[src/rtl/uart_irq_pkg.sv]
package uart_irq_pkg;
   localparam int SRC_N = 4;
   // pending-vector index, index 0 is highest priority
   localparam int SRC_LINE  = 0;
   localparam int SRC_RX    = 1;
   localparam int SRC_TX    = 2;
   localparam int SRC_MODEM = 3;
   // enable register bit positions
   localparam int EN_RX    = 0;
   localparam int EN_TX    = 1;
   localparam int EN_LINE  = 2;
   localparam int EN_MODEM = 3;
   // line status bit positions
   localparam int LS_DR      = 0;
   localparam int LS_ERR_LO  = 1;
   localparam int LS_ERR_HI  = 4;
   localparam int LS_THRE    = 5;
   localparam int LVL_W = 3;
   typedef enum logic [LVL_W-1:0] {
      LVL_NONE   = 3'd0,
      LVL_LINE   = 3'd1,
      LVL_RXDATA = 3'd2,
      LVL_TXRDY  = 3'd3,
      LVL_MODEM  = 3'd4
   } irq_lvl_e;
endpackage

[src/rtl/irq_enable_reg.sv]
module irq_enable_reg #(
   parameter int DATA_W = 8,
   parameter int EN_W   = 4
) (
   input  logic              clk,
   input  logic              rst_n,
   input  logic              wr,
   input  logic [DATA_W-1:0] wdata,
   output logic [EN_W-1:0]   en,
   output logic [DATA_W-1:0] rdata
);
   localparam int PAD_W = DATA_W - EN_W;

   if (EN_W < 1 || PAD_W < 0) begin : g_bad_width
      $error("irq_enable_reg: DATA_W must be at least EN_W");
   end

   logic [EN_W-1:0] en_q;
   always_ff @(posedge clk or negedge rst_n) begin
      if (!rst_n)  en_q <= '0;
      else if (wr) en_q <= wdata[EN_W-1:0];
   end

   if (PAD_W > 0) begin : g_pad
      logic unused_wdata_hi;
      assign unused_wdata_hi = ^wdata[DATA_W-1:EN_W];
      assign rdata = {{PAD_W{1'b0}}, en_q};
   end else begin : g_nopad
      assign rdata = en_q;
   end

   assign en = en_q;
endmodule

[src/rtl/irq_source_qual.sv]
module irq_source_qual
   import uart_irq_pkg::*;
#(
   parameter int LSR_W        = 6,
   parameter int MSR_W        = 4,
   parameter bit FIFO_SUPPORT = 1'b1
) (
   input  logic [SRC_N-1:0] en,
   input  logic [LSR_W-1:0] lsr,
   input  logic [MSR_W-1:0] msr_delta,
   input  logic             fifo_mode,
   input  logic             tx_fifo_empty,
   output logic [SRC_N-1:0] pend,
   output logic             any
);
   if (LSR_W < LS_THRE + 1) begin : g_bad_lsr
      $error("irq_source_qual: LSR_W too small for the holding-empty bit");
   end
   if (MSR_W < 1) begin : g_bad_msr
      $error("irq_source_qual: MSR_W must be positive");
   end

   logic tx_cond;
   if (FIFO_SUPPORT) begin : g_fifo
      assign tx_cond = lsr[LS_THRE] & (~fifo_mode | tx_fifo_empty);
   end else begin : g_nofifo
      logic unused_fifo;
      assign unused_fifo = fifo_mode ^ tx_fifo_empty;
      assign tx_cond = lsr[LS_THRE];
   end

   assign pend[SRC_LINE]  = en[EN_LINE]  & (|lsr[LS_ERR_HI:LS_ERR_LO]);
   assign pend[SRC_RX]    = en[EN_RX]    & lsr[LS_DR];
   assign pend[SRC_TX]    = en[EN_TX]    & tx_cond;
   assign pend[SRC_MODEM] = en[EN_MODEM] & (|msr_delta);
   assign any = |pend;
endmodule

[src/rtl/irq_prio_enc.sv]
module irq_prio_enc
   import uart_irq_pkg::*;
#(
   parameter int N = SRC_N
) (
   input  logic             clk,
   input  logic             rst_n,
   input  logic [N-1:0]     pend,
   output logic [N-1:0]     grant,
   output logic [LVL_W-1:0] level
);
   if (N + 1 > (1 << LVL_W)) begin : g_bad_n
      $error("irq_prio_enc: level code too narrow for N sources");
   end

   logic [N:0] blocked;
   assign blocked[0] = 1'b0;
   for (genvar i = 0; i < N; i++) begin : g_chain
      assign grant[i]     = pend[i] & ~blocked[i];
      assign blocked[i+1] = blocked[i] | pend[i];
   end

   always_comb begin
      level = '0;
      for (int i = 0; i < N; i++) begin
         if (grant[i]) level = LVL_W'(i + 1);
      end
   end

   assert_grant_onehot_R8: assert property (@(posedge clk) disable iff (!rst_n)
      $onehot0(grant));
endmodule

[src/rtl/uart_irq_ctrl.sv]
module uart_irq_ctrl
   import uart_irq_pkg::*;
#(
   parameter int DATA_W       = 8,
   parameter int LSR_W        = 6,
   parameter int MSR_W        = 4,
   parameter bit FIFO_SUPPORT = 1'b1
) (
   input  logic              clk,
   input  logic              rst_n,
   input  logic              ier_wr,
   input  logic [DATA_W-1:0] ier_wdata,
   output logic [DATA_W-1:0] ier_rdata,
   input  logic [LSR_W-1:0]  lsr_stat,
   input  logic [MSR_W-1:0]  msr_delta,
   input  logic              fifo_mode,
   input  logic              tx_fifo_empty,
   output logic              irq,
   output logic [LVL_W-1:0]  irq_level
);
   logic [SRC_N-1:0] en, pend, grant;

   irq_enable_reg #(.DATA_W(DATA_W), .EN_W(SRC_N)) u_ier (
      .clk(clk), .rst_n(rst_n), .wr(ier_wr), .wdata(ier_wdata),
      .en(en), .rdata(ier_rdata));

   irq_source_qual #(.LSR_W(LSR_W), .MSR_W(MSR_W), .FIFO_SUPPORT(FIFO_SUPPORT)) u_qual (
      .en(en), .lsr(lsr_stat), .msr_delta(msr_delta), .fifo_mode(fifo_mode),
      .tx_fifo_empty(tx_fifo_empty), .pend(pend), .any(irq));

   irq_prio_enc #(.N(SRC_N)) u_prio (
      .clk(clk), .rst_n(rst_n), .pend(pend), .grant(grant), .level(irq_level));

   assert_wr_readback_R2: assert property (@(posedge clk) disable iff (!rst_n)
      ier_wr |=> ier_rdata == DATA_W'($past(ier_wdata[SRC_N-1:0])));
   assert_none_quiet_R9: assert property (@(posedge clk) disable iff (!rst_n)
      (irq_level == LVL_NONE) == !irq);
   assert_modem_raises_R3: assert property (@(posedge clk) disable iff (!rst_n)
      (ier_rdata[EN_MODEM] && |msr_delta) |-> irq);
   assert_line_wins_R4: assert property (@(posedge clk) disable iff (!rst_n)
      (ier_rdata[EN_LINE] && |lsr_stat[LS_ERR_HI:LS_ERR_LO]) |-> irq_level == LVL_LINE);
   assert_tx_enabled_R5: assert property (@(posedge clk) disable iff (!rst_n)
      (irq_level == LVL_TXRDY) |-> (ier_rdata[EN_TX] && lsr_stat[LS_THRE]));
   assert_rx_cause_R7: assert property (@(posedge clk) disable iff (!rst_n)
      (irq_level == LVL_RXDATA) |-> (ier_rdata[EN_RX] && lsr_stat[LS_DR]));
   if (FIFO_SUPPORT) begin : g_fifo_chk
      assert_fifo_tx_R6: assert property (@(posedge clk) disable iff (!rst_n)
         (fifo_mode && irq_level == LVL_TXRDY) |-> tx_fifo_empty);
   end
endmodule

[config.mk]
export PLATFORM = sky130hd
export DESIGN_NAME = uart_irq_ctrl
export DESIGN_NICKNAME = d
export VERILOG_FILES = /design/src/rtl/uart_irq_pkg.sv /design/src/rtl/irq_enable_reg.sv /design/src/rtl/irq_source_qual.sv /design/src/rtl/irq_prio_enc.sv /design/src/rtl/uart_irq_ctrl.sv
export SDC_FILE = /design/constraint.sdc
export NUM_CORES = 1
export LEC_CHECK = 0
export BUFFER_PORTS_ARGS = -buffer_cell sky130_fd_sc_hd__buf_2
export CAP_MARGIN = 15
export CORE_AREA = 2 2 39 41
export DETAILED_ROUTE_END_ITERATION = 8
export DIE_AREA = 0 0 41 43
export PLACE_DENSITY = 0.6
export REMOVE_ABC_BUFFERS = 1
export SLEW_MARGIN = 20
export SYNTH_ARGS = -nofsm -noshare
export SYNTH_HDL_FRONTEND = slang
export SYNTH_SLANG_ARGS = --single-unit
[constraint.sdc]
create_clock -name clk -period 2.43 [get_ports clk]
set_input_delay 0.3645 -clock clk [delete_from_list [all_inputs] [get_ports clk]]
set_output_delay 0.3645 -clock clk [all_outputs]
set_load 0.02 [all_outputs]
==> metrics.md <==
| Metric | Value |
|---|---|
| Die width | 41 um |
| Adder-Cell Fraction of Synth Area | 0% |
| YS warnings | 0 |
| Clock Skew | 0 ns |
| Clk pin slew, worst setup/hold paths | 0.04 ns |
| FF-to-FF Start | u_ier.en[2] |
| # setup viols final | 0 |
| Total core area | 0.00138 mm^2 |
| Worst-Skew Late Latency | 0.23 ns |
| Dpl hpwl | 540 um |
| CTS Root Cell | clkbuf_4 |
| Max Cap Viol | 0 |
| Sequential cell area | 100 um^2 |
| Compound-Gate Fraction of Synth Area | 22.5% |
| Via density | 3.87 |
| TritonCTS clock tree | built |
| IO Count | 35 |
| First-pass GRT wire length | 821 um |
| Total setup buffers inserted after CTS | 0 |
| Hold Vio Cnt, Final | 0 |
| Number of port buffers | 26 |
| Final WL | 608 um |
| Starting density of the core | 19.3% |
| Fmax | 0.622 GHz |
| Max reg flops | 4 |
| Row Count | 14 |
| Xor and xnor area share after synthesis | 0% |
| Critical Path RT | 2.07 ns |
| Status | completed |
| PD cells | 555 mW/mm^2 |
| Cts bufs inserted | 3 |
| Antenna cells | 0 |
| Fin. max-slew vios | 0 |
| Vias in the first global route | 233 |
| Unique masters post-synth | 13 |
| Gp weighted congestion | 0.631 |
| Largest family of logic cells by synthesized area | compound AO/OA/AOI/OAI gates |
| Crit path launch | msr_delta[1] |
| Die Ht | 43 um |
| RSZ-0062 raised after global routing | false |
| Fin crit period | 1.61 ns |
| Post-synthesis mux area share | 16.9% |
| Hold Crit Class | in2reg |
| Multi-input gate area | 140 um^2 |
| Syn Std Cell Area | 267 um^2 |
| Vias | 263 |
| Post-synthesis simple-gate area fraction | 7.51% |
| Pleak | 0.235 nW |
| Share of cells above drive strength 1 | 67.3% |
| Mapped Cells | 23 |
| Endpoint type of the worst setup path | primary output |
| Syn-to-layout area delta | 61.5% |
| WP data arrival | 1.24 ns |
| Setup TNS | 0 ns |
| Gr usage total | 7.67% |
| Critical path type | in2out |
| Die ar. | 0.00176 mm^2 |
| Sinks on the clock net | 4 |
| Nets | 77 |
| H-tree level count | 1 |
| Yosys reg bits | 4 |
| Final Cycle Share | 66.2% |
| DRC | 0 |
| Critical Path Fanout Max | 2 |
| DRT iter0 DRCs | 3 |
| Sequential area share after synthesis | 37.6% |
| Antenna violations before repair | 0 |
| Drt pass-1 iters | 2 |
| Fill cells | 156 |
| Peak supply drop | 0.000180 V |
| Startpoint Class | input port |
| Routed Antenna Nets | 0 |
| Largest net degree at the start of global routing | 5 |
| Avg Synthesized Cell Area | 11.6 um^2 |
| Clock Path Buffers | 2 |
| WL/cell | 8.94 um |
| Finished Core Util | 31.1% |
| Worst hold start | ier_wdata[1] |
| Overflow after GRT | 0 |
power by group:
group	total (mW)	internal (mW)	switching, mW
combinational	0.0787	0.0348	0.0438
sequential	0.0792	0.0738	0.00546
clock	0.0808	0.0551	0.0257
total	0.239	0.164	0.0750
repair_timing:
item                      CTS  global route
hold endpoints to repair    4             0
resized for setup           0             0
hold buffers                1             0
area by class of cell:
cell class / instances / share of cell area (%)
sequential: 4 / 23.3
timing repair buffer: 27 / 32.6
clock buffer: 3 / 5.23
multi-input combinational: 16 / 32.6
inverter: 2 / 1.74
tap: 16 / 4.65
cells in the mapped netlist (all sizes together):
| cell | number | area share (%) |
|---|---|---|
| a21boi | 1 | 4.2 |
| and4b | 1 | 3.8 |
| buf | 4 | 11 |
| conb | 1 | 1.4 |
| dfrtp | 4 | 38 |
| inv | 2 | 2.8 |
| mux2 | 4 | 17 |
| nand2 | 1 | 1.4 |
| nand4 | 1 | 2.3 |
| o211ai | 1 | 2.8 |
| o21ai | 1 | 1.9 |
| o41ai | 2 | 14 |
per-stage QoR:
| stage | setup WS (ns) | cells | power (mW) | cell area [um^2] | hold slack (ns) |
|---|---|---|---|---|---|
| after floorplan | 0.910 | 22 | 0.124 | 248 | 0.0689 |
| after global placement | 0.805 | 64 | 0.158 | 398 | 0.172 |
| after detailed placement | 0.811 | 64 | 0.159 | 398 | 0.175 |
| after CTS | 0.811 | 68 | 0.245 | 430 | 0.356 |
| after global routing | 0.738 | 68 | 0.259 | 430 | 0.350 |
| final | 0.821 | 68 | 0.239 | 430 | 0.362 |
kinds of logic (layout without fill, tap and decap cells):
family	count (synthesis)	after routing
multiplexers	4	4
other	1	4
buffers and inverters	6	32
flip-flops	4	4
AND/OR/NAND/NOR	3	3
AO/OA/AOI/OAI	5	5
worst paths after layout:
path / endpoint / slack, ns / cells after the start
max: irq_level[2] / 0.82 / 4
min: u_ier.en[1] / 0.36 / 2
max reg2reg: u_ier.en[2] / 1.64 / 1
min reg2reg: u_ier.en[1] / 0.53 / 1
max in group asynchronous: u_ier.en[2] / 1.84 / 2
min in group asynchronous: u_ier.en[3] / 0.47 / 2
critical path, cell delays in order:
cell,delay [ns]
buf_2,0.09
o41ai_1,0.40
and4b_1,0.23
buf_2,0.15
cell usage in the layout (no fill, tap or decap), drive strengths merged:
| cell | count |
|---|---|
| and4b | 1 |
| buf | 26 |
| nand2 | 1 |
| o41ai | 2 |
| clkbuf | 3 |
| nand4 | 1 |
| conb | 4 |
| inv | 2 |
| o211ai | 1 |
| dlygate4sd3 | 1 |
| mux2 | 4 |
| dfrtp | 4 |
| o21ai | 1 |
| a21boi | 1 |
routing by layer:
| metal | vias up | global-route usage [%] | wire, um |
|---|---|---|---|
| met5 | - | 0 | 0 |
| met3 | 2 | 3.14 | 75 |
| met4 | 0 | 8.00 | 17 |
| met1 | 109 | 6.86 | 211 |
| met2 | 17 | 11.6 | 305 |
| li1 | 135 | - | - |
(Power assumes the default switching activity.)
